==> src/rtl/pstep_pkg.sv <==
// Shared types for the phase-step absorbing delay.
package pstep_pkg;
    parameter int TICK_W = 12;
    typedef logic [TICK_W-1:0] tick_t;
    typedef enum logic [1:0] {M_IDLE, M_ARM, M_MEAS, M_HOLD} meter_st_e;
endpackage

==> src/rtl/pstep_edge_det.sv <==
// Rising-edge detector for one clk-synchronous pulse input.
// Assumes the input is already synchronous to clk.
module pstep_edge_det (
    input  logic clk,
    input  logic rst_n,
    input  logic sig_in,
    output logic rise
);
    logic sig_q;

    // Remember the previous sample.
    always_ff @(posedge clk) begin
        if (!rst_n) sig_q <= 1'b0;
        else        sig_q <= sig_in;
    end

    assign rise = sig_in & ~sig_q;

    // a detected edge never lasts two cycles
    a_r4_edge_single: assert property (@(posedge clk) disable iff (!rst_n)
        rise |=> !rise);
endmodule

==> src/rtl/pstep_delay_line.sv <==
// Delays one edge by dly ticks (plus one register stage); one edge in flight.
// Assumes dly is below the reference period, so regular edges never collide.
module pstep_delay_line
    import pstep_pkg::*;
(
    input  logic  clk,
    input  logic  rst_n,
    input  logic  in_edge,
    input  tick_t dly,
    output logic  out_pulse
);
    logic  busy;
    tick_t cnt;

    // Accept an edge when idle, count down, fire a one-cycle pulse.
    always_ff @(posedge clk) begin
        if (!rst_n) begin
            busy      <= 1'b0;
            cnt       <= '0;
            out_pulse <= 1'b0;
        end else begin
            out_pulse <= 1'b0;
            if (busy) begin
                if (cnt == tick_t'(1)) begin
                    out_pulse <= 1'b1;
                    busy      <= 1'b0;
                end else begin
                    cnt <= cnt - tick_t'(1);
                end
            end else if (in_edge) begin
                if (dly == '0) begin
                    out_pulse <= 1'b1;
                end else begin
                    busy <= 1'b1;
                    cnt  <= dly;
                end
            end
        end
    end

    // output pulses are single-cycle
    a_r3_single_pulse: assert property (@(posedge clk) disable iff (!rst_n)
        out_pulse |=> !out_pulse);
    // while counting with more than one tick left, nothing fires
    a_r10_no_early_fire: assert property (@(posedge clk) disable iff (!rst_n)
        (busy && cnt != tick_t'(1)) |=> !out_pulse);
endmodule

==> src/rtl/pstep_phase_meter.sv <==
// On a reference switch, measures ticks from a feedback edge to the new
// reference edge and offers the aligning delay once holdover is released.
// Assumes per is stable between resets.
module pstep_phase_meter
    import pstep_pkg::*;
(
    input  logic  clk,
    input  logic  rst_n,
    input  logic  clr,
    input  logic  en,
    input  logic  sel,
    input  logic  holdover,
    input  logic  fb_edge,
    input  logic  ref_edge,
    input  tick_t per,
    output logic  commit,
    output tick_t new_delay,
    output logic  err
);
    meter_st_e st;
    logic      sel_q;
    tick_t     m;
    tick_t     lag;
    logic      switched;

    assign switched = (sel != sel_q);

    // Measurement sequence: arm on switch, count, hold until holdover drops.
    always_ff @(posedge clk) begin
        if (!rst_n) begin
            st    <= M_IDLE;
            sel_q <= sel;
            m     <= '0;
            lag   <= '0;
            err   <= 1'b0;
        end else begin
            sel_q <= sel;
            if (clr) begin
                st  <= M_IDLE;
                err <= 1'b0;
            end else if (switched && en) begin
                st  <= M_ARM;
                err <= 1'b0;
            end else begin
                case (st)
                    M_ARM: if (fb_edge) begin
                        if (ref_edge) begin
                            lag <= '0;
                            st  <= M_HOLD;
                        end else begin
                            m  <= tick_t'(1);
                            st <= M_MEAS;
                        end
                    end
                    M_MEAS: if (ref_edge) begin
                        lag <= m;
                        st  <= M_HOLD;
                    end else if (m == per - tick_t'(1)) begin
                        err <= 1'b1;
                        st  <= M_IDLE;
                    end else begin
                        m <= m + tick_t'(1);
                    end
                    M_HOLD: if (!holdover) st <= M_IDLE;
                    default: st <= M_IDLE;
                endcase
            end
        end
    end

    // Lag converted to the delay that lands the new edge on the feedback phase.
    assign new_delay = (lag == '0) ? '0 : per - lag;
    assign commit    = (st == M_HOLD) && !holdover && !clr && !(switched && en);

    // an error can only come out of an active measurement
    a_r7_err_from_meas: assert property (@(posedge clk) disable iff (!rst_n)
        $rose(err) |-> $past(st == M_MEAS));
endmodule

==> src/rtl/phase_step_absorber.sv <==
// Virtual-reference generator that absorbs phase steps on a reference switch.
// Assumes both references and the feedback are clk-synchronous pulses of the
// same rate, and that a reset follows every freq_sel change.
module phase_step_absorber
    import pstep_pkg::*;
#(
    parameter int PER_CODE0 = 20,
    parameter int PER_CODE1 = 200,
    parameter int PER_CODE2 = 50,
    parameter int PER_CODE3 = 64
) (
    input  logic              clk,
    input  logic              rst_n,
    input  logic              ref_sel,
    input  logic              pri_ref,
    input  logic              sec_ref,
    input  logic              fb_pulse,
    input  logic              tie_en,
    input  logic              holdover,
    input  logic [1:0]        freq_sel,
    input  logic              delay_clr,
    output logic              vref_pulse,
    output logic [TICK_W-1:0] delay_val,
    output logic              meas_err
);
    localparam int NUM_IN = 3;

    logic [NUM_IN-1:0] raw_in;
    logic [NUM_IN-1:0] edge_v;
    tick_t             per;
    tick_t             delay_q;
    tick_t             eff_delay;
    tick_t             new_delay;
    logic              commit;
    logic              sel_edge;

    assign raw_in = {fb_pulse, sec_ref, pri_ref};

    // One edge detector per pulse input.
    for (genvar gi = 0; gi < NUM_IN; gi++) begin : g_edge
        pstep_edge_det u_det (
            .clk    (clk),
            .rst_n  (rst_n),
            .sig_in (raw_in[gi]),
            .rise   (edge_v[gi])
        );
    end

    // Reference period in ticks for the rate code.
    always_comb begin
        case (freq_sel)
            2'b00:   per = tick_t'(PER_CODE0);
            2'b01:   per = tick_t'(PER_CODE1);
            2'b10:   per = tick_t'(PER_CODE2);
            default: per = tick_t'(PER_CODE3);
        endcase
    end

    assign sel_edge = ref_sel ? edge_v[1] : edge_v[0];

    pstep_phase_meter u_meter (
        .clk       (clk),
        .rst_n     (rst_n),
        .clr       (delay_clr),
        .en        (tie_en),
        .sel       (ref_sel),
        .holdover  (holdover),
        .fb_edge   (edge_v[2]),
        .ref_edge  (sel_edge),
        .per       (per),
        .commit    (commit),
        .new_delay (new_delay),
        .err       (meas_err)
    );

    // Programmed delay: cleared, or loaded from the meter.
    always_ff @(posedge clk) begin
        if (!rst_n || delay_clr) delay_q <= '0;
        else if (commit)         delay_q <= new_delay;
    end

    assign eff_delay = tie_en ? delay_q : '0;
    assign delay_val = eff_delay;

    pstep_delay_line u_dly (
        .clk       (clk),
        .rst_n     (rst_n),
        .in_edge   (sel_edge),
        .dly       (eff_delay),
        .out_pulse (vref_pulse)
    );

    // clear zeroes the delay on the next cycle
    a_r8_clear_zeroes: assert property (@(posedge clk) disable iff (!rst_n)
        delay_clr |=> (delay_q == '0));
    // delay stays below the reference period
    a_r9_below_period: assert property (@(posedge clk) disable iff (!rst_n)
        delay_q < per);
    // delay changes only after a clear or with holdover low
    a_r6_change_needs_release: assert property (@(posedge clk) disable iff (!rst_n)
        !$stable(delay_q) |-> ($past(delay_clr) || !$past(holdover)));
endmodule

==> config.mk <==
export PLATFORM = sky130hd
export DESIGN_NAME = phase_step_absorber
export DESIGN_NICKNAME = d
export VERILOG_FILES = /design/src/rtl/pstep_pkg.sv /design/src/rtl/pstep_edge_det.sv /design/src/rtl/pstep_delay_line.sv /design/src/rtl/pstep_phase_meter.sv /design/src/rtl/phase_step_absorber.sv
export SDC_FILE = /design/constraint.sdc
export NUM_CORES = 1
export LEC_CHECK = 0
export BUFFER_PORTS_ARGS = -buffer_cell sky130_fd_sc_hd__clkbuf_2
export CORE_ASPECT_RATIO = 0.7
export CORE_MARGIN = 2
export CORE_UTILIZATION = 35
export DETAILED_ROUTE_END_ITERATION = 10
export PLACE_DENSITY = 0.57
export SLEW_MARGIN = 30
export SYNTH_ARGS = -nofsm -noshare
export SYNTH_HDL_FRONTEND = slang
export SYNTH_SLANG_ARGS = --single-unit
==> constraint.sdc <==
create_clock -name clk -period 2.7 [get_ports clk]
set_input_delay 0.54 -clock clk [delete_from_list [all_inputs] [get_ports clk]]
set_output_delay 0.54 -clock clk [all_outputs]
set_load 0.005 [all_outputs]
After elaboration in Yosys (flattened, before gate mapping) --
Cells that the tools add are included.
Cells by class: mux-type cells 32, reduce and logical (&&, ||, !) cells 22, equal/unequal tests 21, bitwise operators 10, add/sub/neg operators 4
Operator list (count):
- 12-bit 2-to-1 mux | 13
- 12-bit case mux with 2 select lines | 2
- 12-bit logical NOT | 2
- 8-bit case mux with 3 select lines | 1
- 2-bit != test, second input constant | 8
- 12-bit by 1-bit adder with 12-bit output, second input constant | 1
- 12-bit by 1-bit equality test with 1-bit output, second input constant | 1
- 12-bit equality test | 1
- 3-bit AND reduction | 4
- 12-bit by 1-bit subtractor with 12-bit output, second input constant | 1
- 8-bit by 12-bit subtractor with 12-bit output | 1
- 1-bit 2-to-1 mux | 11
- 3-bit by 2-bit != test with 1-bit output, second input constant | 3
- 8-bit by 1-bit subtractor with 9-bit output, second input constant | 1
- 2-bit 2-to-1 mux | 4
- 1-bit NOT | 7
- 7-bit AND reduction | 1
- 2-bit equality test, second input constant | 3
- 2-bit case mux with 3 select lines | 1
- 6-bit AND reduction | 1
- 2-bit by 1-bit equality test with 1-bit output, second input constant | 2
- 1-bit logical AND | 4
- 1-bit logical NOT | 4
- 4-bit by 2-bit != test with 1-bit output, second input constant | 1
- 8 further kinds | 11
Word-level totals: input bits 11, register bits after elaboration 57, output and inout port bits 14

Depth between registers and ports, before layout --
Gate-level depths: netlist of run 1.
depth in word-level cells 8, depth in mapped cells 11

Modules after synthesis --
A second synthesis of run 1 with hierarchy kept.
Unflattened totals: cells, all modules 494, area, all modules 4028.9 um^2
Modules (own cells, without submodules):
- pstep_phase_meter | times used 1, area each 2432.3 um^2, seq. area each 560.5 um^2, cells an instance 317
- pstep_delay_line | times used 1, area each 933.4 um^2, seq. area each 280.3 um^2, cells an instance 109
- phase_step_absorber | times used 1, area each 543.0 um^2, seq. area each 240.2 um^2, cells an instance 59
- pstep_edge_det | times used 3, area each 40.0 um^2, seq. area each 20.0 um^2, cells an instance 3

Worst setup path after synthesis of run 1 --
Ideal clock, no wire load.
kind input-to-reg, from input port freq_sel[0], to register u_meter.m[8], cell stages on the path 8, data required time 2585 ps, data arrival time 2375 ps, buffers on the path 2, setup slack 210 ps, library setup time 115 ps, path through buf_2 > nor2b_1 > buf_6 > o32a_1 > a2111oi_4 > a2111oi_2 > and3_1 > o21ba_1
On the way: longest elaborated chain between the ends 6
RTL lines:
- start, declared | line phase_step_absorber.sv:20 | input logic [1:0] freq_sel,
- 2-bit equality test (tied with other cells) | line phase_step_absorber.sv:51 | case (freq_sel)
- 8-bit case mux with 3 select lines (*) | line phase_step_absorber.sv:51
- 8-bit by 1-bit subtractor with 9-bit output (*) | line pstep_phase_meter.sv:58 | end else if (m == per - tick_t'(1)) begin
- 12-bit equality test (*) | line pstep_phase_meter.sv:58
- 2-bit != test (no line) (*)
- 7-bit AND reduction (no line) (*)
- end signal, assigned | line pstep_phase_meter.sv:51 | m <= tick_t'(1);
- end signal, assigned | line pstep_phase_meter.sv:62 | m <= m + tick_t'(1);
- end, declared | line pstep_phase_meter.sv:22 | tick_t m;
Every way passes the cells marked *; elsewhere a longest branch is shown, timed or not. A chain may end at the register's enable or synchronous reset.

Worst setup path in the final report of run 1 --
from register u_meter.st[0], to register u_meter.m[9]
On the way: longest elaborated chain between the ends 3
RTL lines:
- start, declared | line pstep_phase_meter.sv:20 | meter_st_e st;
- start signal, assigned | line pstep_phase_meter.sv:31 | st <= M_IDLE;
- start signal, assigned | line pstep_phase_meter.sv:39 | st <= M_IDLE;
- start signal, assigned | line pstep_phase_meter.sv:42 | st <= M_ARM;
- 2-bit equality test / 2-bit by 1-bit equality test with 1-bit output (equally long branches) | line pstep_phase_meter.sv:45 | case (st)
- 2-bit != test (no line) / 2-bit nonzero test (equally long branches)
- 7-bit AND reduction (no line)
Parallel ways exist; a longest one is shown, timed or not.

==> results.toml, run 1 <==
[run_status]
status = "complete, no violations"

[grt]
antenna_found_initial = 0
grt_use_total_pct = 18.5
grt_max_degree = 26
grt_pass1_vias = 3057
gr-total-overflow = 0
grt_first_pass_wirelength_mm = 15.5

[final_layout]
final_nets = 507
postLayoutCoreUtil_pct = 42.3
antenna_cells = 0
final_area_sq_mm = 0.00406
fillers = 1009
area_delta_synth_final_pct = 18.7
stdcell_count = 615
drive_gt1_share_pct = 13.6

[detailed_routing]
vias_per_cell = 5.40
initialDrtViolationCount = 288
wire_per_inst_um = 14.9
dr.pass1.iters = 5
ant_nets = 0
wl_mm = 9.15
drc = 0
vias = 3320

[power]
power_density_mw_per_mm2 = 517
power_leakage_nw = 1.54
power_mw = 2.10
peakVddDrop_mv = 0.318

[yosys]
yosysUniqueCellTypes = 62
synth-seq-area-share_pct = 33.3
synth_top_cells_by_count = "57 x dfxtp_1, 50 x nand2_1, 49 x nor2_1"
yosysMostFrequentCell = "dfxtp_1"
synth-main-ff-cell = "dfxtp_1"
synthesis.nets = 472
syn_avg_cell_area_sq_um = 7.62
synth_edf_count = 0
yosysTopAreaCellShare_pct = 33.3
async_flop_share_pct = 0
netlist_top_cells_area = "dfxtp_1 33%, a21oi_1 6.1%, nand2_1 5.5%"
yosysTopAreaCell = "dfxtp_1"
ys_seq_elements = 57
syn_area_sq_mm = 0.00342
synth_warnings = 0
syn_inst = 449

[worst_setup_path]
crit_path_end_kind = "flip-flop"
worstPathArrival_ns = 2.48
reg2reg_slack_ns = 0.41
required_ns = 2.90
r2r-start = "u_meter.st[0]"
crit_path_top_delay_cell = "a2111oi_2"
cp-start-kind = "flip-flop"
reg2reg_depth = 8
r2r_end = "u_meter.m[9]"
cp_top_family = "compound AO/OA/AOI/OAI gates"
cp_max_fo = 8
cp_cell_sequence = "inv_1 -> ha_1 -> a211oi_1 -> nand3_1 -> buf_4 -> a2111oi_2 -> a21bo_2 -> a21oi_1"
cp_slowest_stage_delay_ns = 0.48
crit_type = "flip-flop to flip-flop"
crit_buf_inv = 2

[sta]
max_freq_mhz = 438
finClkSkew_ns = 0.00863
finalHoldViolCount = 0
period_share_pct = 84.6
rsz0062_at_grt = "false"
relSlewSlack_pct = 55.2
slew_viol_final = 0
tightest_slew_ns = 0.669
setup_tns_ns = 0
min_period_ns = 2.29
finalSetupViolCount = 0

[clock_tree]
clk_pin_slew_worst_paths_ns = 0.05
hold_buffers = 0
ctsResizeCount = 0
clockBufferDepth = 2
cts_root_buf = "clkbuf_16"
cts_sinks = 57
post-cts-setup-buffers = 0
insertion_delay_ns = 0.33
cts_buffers = 9
cts_tree = "yes"
cts_max_level = 3

[floorplanning]
core_sq_mm = 0.00961
die_area_sq_mm = 0.0106
num_io_pins = 25
rows = 30
start_util_pct = 35.6
die-width_um = 122
die_height_um = 86.7

[min_path]
hp-start = "ref_sel"
hold_end = "u_meter.sel_q"
worstHoldPathCells = 1
min_path_type = "input port to flip-flop"

[placed_design]
numPortBuffers = 24
post-dp-hpwl_mm = 6.90
placed_area_sq_mm = 0.00378
placed_cells = 601
gp_congestion = 0.829

[job]
maxCapViolations = 0
## power by group
group	internal, mW	switching (mW)
sequential	0.848	0.00203
combinational	0.0573	0.0923
clock	0.726	0.374
total	1.63	0.469
## routing by layer
metal | track usage (%) | wire, um | vias up
li1 | - | - | 1672
met1 | 28.1 | 4940 | 1566
met2 | 26.1 | 3710 | 75
met3 | 4.61 | 427 | 7
met4 | 4.28 | 74 | 0
met5 | 0 | 0 | -
## logic make-up after synthesis
group | after synthesis | synth area share (%)
adders and majority gates | 14 | 4.97
and+or+nand+nor | 198 | 28.6
AOI/OAI and AO/OA | 113 | 22.4
xor gates and xnor gates | 17 | 4.35
DFF | 57 | 33.3
buffers and inverters | 47 | 5.41
muxes | 3 | 0.878
## worst reg2reg max path: cells and delay by family (launching register included)
family	cells	cell delay, ns
buf+inv	2	0.26
compound gates	4	1.01
fa+ha+maj	1	0.32
simple gates	1	0.19
flops	1	0.38
## registers in the layout, indices dropped and copies added (netlist names), 2 cells and up
signal / count
delay_q: 12
u_meter.m: 12
u_dly.cnt: 12
u_meter.lag: 12
g_edge.u_det.sig_q: 3
u_meter.st: 2
## cell usage in the layout (no fill, tap or decap), types with 9 or more instances in the layout
master | Yosys | routed
a21oi_1 | 42 | 42
and2_1 | 19 | 19
buf_4 | 0 | 22
clkbuf_16 | 0 | 9
clkbuf_2 | 0 | 24
dfxtp_1 | 57 | 57
ha_1 | 12 | 12
inv_1 | 24 | 24
nand2_1 | 50 | 50
nand3_1 | 25 | 25
nor2_1 | 49 | 49
nor3_1 | 10 | 10
o21ai_0 | 15 | 15
xnor2_1 | 13 | 13
## worst max path at each step
| stage | to | cells past startpoint | startpoint |
|---|---|---|---|
| 5_1_grt | u_meter.m[9] | 8 | u_meter.st[0] |
| 3_3_place_gp | delay_q[9] | 9 | freq_sel[0] |
| 2_1_floorplan | u_meter.m[8] | 8 | freq_sel[0] |
| 6_report | u_meter.m[9] | 8 | u_meter.st[0] |
| 4_1_cts | u_meter.m[9] | 8 | u_meter.st[0] |
| 3_5_place_dp | u_meter.m[8] | 8 | freq_sel[0] |
## through the flow
stage | setup WS [ns] | hold slack (ns)
2_1_floorplan | 0.210 | 0.439
3_3_place_gp | 0.157 | 0.460
3_5_place_dp | 0.0815 | 0.463
4_1_cts | 0.399 | 0.370
5_1_grt | 0.208 | 0.380
6_report | 0.415 | 0.368
## layout make-up
type                    count  area (sq um)  area share [%]
clock buffers              11           243            5.98
clock inverters             3          42.5            1.05
well taps                 128           160            3.94
repair buffers             46           285            7.02
flip-flops and latches     57          1140            28.1
inverters                  25          93.8            2.31
multi-input cells         345          2100            51.6
(Power assumes the default switching activity.)
==> run 2, diff against run 1 <==
PLACE_DENSITY = 0.59   (was 0.57)
clock period = 2.08 ns   (was 2.7 ns; I/O delays follow)
==> run 2 against run 1 <==
Compared with the run above: global-route usage grew 0.95 points; sequential power grew 29%; fmax grew 15%; design area rose by 15%; critical endpoint is now u_meter.m[10]; largest power group unchanged.
==> results.toml, run 2 (synthesis gave the netlist of run 1 again) <==
[sta]
max_freq_mhz = 502
finalSetupViolCount = 0
holdWs_ns = 0.256
slew_viol_final = 0
period_share_pct = 95.7
tightest_slew_ns = 0.385
relSlewSlack_pct = 73.9
finClkSkew_ns = 0.00891
finalHoldViolCount = 0
min_period_ns = 1.99

[floorplanning]
die-width_um = 122
die_height_um = 86.7
die_area_sq_mm = 0.0106
core_sq_mm = 0.00961
num_io_pins = 25
rows = 30
start_util_pct = 35.6

[detailed_routing]
dr.pass1.iters = 4
initialDrtViolationCount = 224
drc = 0
wire_per_inst_um = 14.6
vias_per_cell = 5.26
wl_mm = 9.82
vias = 3529
ant_nets = 0

[grt]
gr-total-overflow = 0
grt_use_total_pct = 19.5
grt_first_pass_wirelength_mm = 16.4
grt_max_degree = 26
antenna_found_initial = 0
grt_pass1_vias = 3332

[placed_design]
placed_area_sq_mm = 0.00422
numPortBuffers = 24
gp_congestion = 0.844
post-dp-hpwl_mm = 7.32
placed_cells = 651

[clock_tree]
clk_pin_slew_worst_paths_ns = 0.05
cts_sinks = 57
clockBufferDepth = 2
cts_root_buf = "clkbuf_16"
cts_buffers = 9
hold_buffers = 0
insertion_delay_ns = 0.32
cts_max_level = 3
cts_tree = "yes"

[worst_setup_path]
crit_type = "flip-flop to flip-flop"
cp_slowest_stage_delay_ns = 0.43
crit_start = "u_meter.m[6]"
cp_max_fo = 5
cp-start-kind = "flip-flop"
r2r-start = "u_meter.m[6]"
worstPathArrival_ns = 2.26
reg2reg_depth = 8
crit_buf_inv = 2
crit_path_top_delay_cell = "a2111oi_4"
crit_top_cell = "a2111oi_4"
reg2reg_slack_ns = 0.09
crit_path_end_kind = "flip-flop"
cp_cell_sequence = "nand2b_4 -> o32a_1 -> a2111oi_4 -> buf_6 -> a2111oi_4 -> buf_4 -> a211o_1 -> nand2_1"
cp_top_family = "compound AO/OA/AOI/OAI gates"
required_ns = 2.35
r2r_end = "u_meter.m[10]"

[final_layout]
drive_gt1_share_pct = 27.1
fillers = 975
layout_common_cells = "75 x buf_4, 54 x dfxtp_1, 50 x nand2_1, 49 x nor2_1, 39 x a21oi_1"
seq_area_sq_mm = 0.00114
antenna_cells = 0
final_area_sq_mm = 0.00469
postLayoutCoreUtil_pct = 48.8
stdcell_count = 671
multiInputGateArea_sq_mm = 0.00229
area_delta_synth_final_pct = 37.0
final_nets = 562
mostFrequentLayoutCell = "buf_4"

[power]
peakVddDrop_mv = 0.449
power_mw = 2.69
power_density_mw_per_mm2 = 574
power_leakage_nw = 1.86
power.share.switching_pct = 23.8
internal_power_mw = 2.05
seqPwrFrac_pct = 40.9
p_comb_share_pct = 10.0
power.share.clock_pct = 49.0
switching_power_mw = 0.640

[job]
maxCapViolations = 0

[min_path]
worstHoldPathCells = 1
hold_end = "u_meter.sel_q"
min_path_type = "input port to flip-flop"
hp-start = "ref_sel"

[run_status]
status = "complete, no violations"
-- run 2: cell type report --
type / instances / share of cell area (%)
Clock buffer: 12 / 5.26
Tap cell: 128 / 3.42
Sequential cell: 57 / 24.4
Multi-Input combinational cell: 345 / 48.8
Inverter: 25 / 2.05
Clock inverter: 3 / 0.374
Timing Repair Buffer: 101 / 15.7
-- run 2: worst max-delay path by stage --
stage / to / slack (ns) / depth (start not counted)
floorplan: u_meter.m[8] / -0.14 / 8
global placement: delay_q[11] / -0.24 / 9
detailed placement: delay_q[10] / -0.31 / 11
CTS: delay_q[11] / 0.009 / 7
global route: delay_q[11] / -0.003 / 8
finish: u_meter.m[10] / 0.09 / 8
-- run 2: power by group through the flow --
stage	Clock [mW]	Combinational, mW	Sequential (mW)
6_report	1.32	0.270	1.10
3_5_place_dp	0	0.244	1.12
5_1_grt	1.40	0.296	1.10
2_1_floorplan	0	0.135	1.12
4_1_cts	1.35	0.247	1.10
3_3_place_gp	0	0.243	1.12
-- run 2: timing repair --
| action | in CTS | in global routing |
|---|---|---|
| setup endpoints to repair | 5 | 31 |
| pin swaps | 2 | 11 |
| gates resized for setup | 6 | 34 |
| gates cloned | 0 | 0 |
| setup buffers | 3 | 3 |
-- run 2: metrics by stage --
step | TNS (ns) | worst slack [ns]
floorplan | -0.865 | -0.138
global placement | -2.35 | -0.244
detailed placement | -3.11 | -0.313
CTS | 0 | 0.00877
global route | -0.00487 | -0.00287
finish | 0 | 0.0885
-- run 2: layer usage --
metal | wire (um) | part of all wire, % | global-route usage (%) | vias up
met1 | 5110 | 52 | 29.0 | 1670
met5 | 0 | 0 | 0 | -
met3 | 467 | 4.8 | 4.54 | 6
met4 | 58 | 0.59 | 4.60 | 0
met2 | 4180 | 43 | 28.3 | 74
li1 | - | - | - | 1779
==> run 3, diff against run 2 <==
PLACE_DENSITY = 0.57   (was 0.59)
clock period = 2.3 ns   (was 2.08 ns; I/O delays follow)
==> run 3 against run 2 <==
Compared with the run above: clock power about the same; global-route usage down 0.29 points; clock skew barely moved; critical path type unchanged.
==> results.toml, run 3 (synthesis gave the netlist of run 1 again) <==
[placed_design]
placed_area_sq_mm = 0.00389
placed_cells = 613
gp_congestion = 0.851
numPortBuffers = 24
post-dp-hpwl_mm = 7.04
place_ws_ns = -0.104

[min_path]
min_path_type = "input port to flip-flop"

[power]
seqPwrFrac_pct = 40.1
switching_power_mw = 0.581
peakVddDrop_mv = 0.403
internal_power_mw = 1.91
p_comb_share_pct = 7.8
power_density_mw_per_mm2 = 589
power.share.clock_pct = 52.1
power_mw = 2.49
power.share.switching_pct = 23.4
power_leakage_nw = 1.63

[detailed_routing]
vias = 3354
ant_nets = 0
initialDrtViolationCount = 271
drc = 0
dr.pass1.iters = 5
vias_per_cell = 5.32
wire_per_inst_um = 15.1
wl_mm = 9.54

[sta]
timing.final.ws_setup_ns = 0.201
setup_tns_ns = 0
slew_viol_final = 0
max_freq_mhz = 476
relSlewSlack_pct = 61.4
period_share_pct = 91.3
min_period_ns = 2.10
finalSetupViolCount = 0
finalHoldViolCount = 0
rsz0062_at_grt = "false"
finClkSkew_ns = 0.00855
holdWs_ns = 0.287
tightest_slew_ns = 0.571

[floorplanning]
num_io_pins = 25
core_sq_mm = 0.00961
die_area_sq_mm = 0.0106
die_height_um = 86.7
rows = 30
die-width_um = 122
start_util_pct = 35.6

[worst_setup_path]
cp_top_family = "compound AO/OA/AOI/OAI gates"
cp_max_fo = 9
crit_type = "flip-flop to flip-flop"
cp-start-kind = "flip-flop"
crit_path_top_delay_cell = "a2111oi_1"
cp_slowest_stage_delay_ns = 0.41
crit_buf_inv = 2
required_ns = 2.51
crit_path_end_kind = "flip-flop"
worstPathArrival_ns = 2.31
cp_cell_sequence = "inv_1 -> ha_1 -> a211oi_1 -> nand3_1 -> buf_4 -> a2111oi_1 -> xnor2_1 -> nor2_1"

[grt]
grt_first_pass_wirelength_mm = 15.9
grt_max_degree = 26
grt_pass1_vias = 3166
grt_use_total_pct = 19.2
gr-total-overflow = 0
antenna_found_initial = 0

[job]
maxCapViolations = 0

[final_layout]
stdcell_count = 631
layout_common_cells = "57 x dfxtp_1, 50 x nand2_1, 49 x nor2_1, 41 x a21oi_1, 36 x buf_4"
postLayoutCoreUtil_pct = 43.9
area_delta_synth_final_pct = 23.3
final_area_sq_mm = 0.00422
mostFrequentLayoutCell = "dfxtp_1"
antenna_cells = 0
drive_gt1_share_pct = 17.1
final_nets = 521

[clock_tree]
insertion_delay_ns = 0.33
cts_sinks = 57
hold_buffers = 0
clockBufferDepth = 2
cts_root_buf = "clkbuf_16"
cts_max_level = 3
clk_pin_slew_worst_paths_ns = 0.05
cts_tree = "yes"
cts_buffers = 9

[run_status]
status = "complete, no violations"
run 3: cell types whose count changed in the layout (fill, tap and decap cells not counted), sizes merged:
cell      delta
buf         -43
clkinv       +3
clkinvlp     -1
bufinv       +1
run 3: path summary, 6_finish.rpt:
kind | startpoint | endpoint | slack [ns] | cells past startpoint
hold / removal | ref_sel | u_meter.sel_q | 0.29 | 1
setup reg to reg | u_meter.st[0] | u_meter.m[4] | 0.20 | 8
hold reg to reg | delay_q[9] | delay_q[9] | 0.47 | 2
setup / recovery | u_meter.st[0] | u_meter.m[4] | 0.20 | 8
run 3: per-layer routing:
| layer | track usage (%) | up-vias | wire length, um |
|---|---|---|---|
| met1 | 29.4 | 1576 | 5110 |
| met2 | 25.0 | 68 | 3860 |
| met3 | 6.25 | 8 | 466 |
| li1 | - | 1702 | - |
| met5 | 0 | - | 0 |
| met4 | 5.43 | 0 | 99 |
run 3: final cells by class:
cell class | instances | area [sq um]
Inverter | 25 | 93.8
Sequential cell | 57 | 1140
Multi-Input combinational cell | 345 | 2150
Timing Repair Buffer | 60 | 390
Clock buffer | 10 | 229
Clock inverter | 6 | 58.8
Fill cell | 1008 | 5390
Tap cell | 128 | 160
run 3: timing repair:
action	in CTS	in global routing
resized for setup	0	7
endpoints found under the setup margin	0	7
buffers inserted	0	2
run 3: worst register-to-register path, stage by stage (launching register included):
cell,delay [ns]
dfxtp_1,0.39
inv_1,0.06
ha_1,0.32
a211oi_1,0.26
nand3_1,0.12
buf_4,0.20
a2111oi_1,0.41
xnor2_1,0.17
nor2_1,0.05
run 3: power groups by stage:
stage          clock, mW  combinational, mW  sequential [mW]
3_5_place_dp           0              0.191             1.02
6_report            1.30              0.194            0.997
4_1_cts             1.33              0.192            0.997
3_3_place_gp           0              0.189             1.02
5_1_grt             1.38              0.217            0.997
2_1_floorplan          0              0.118             1.02
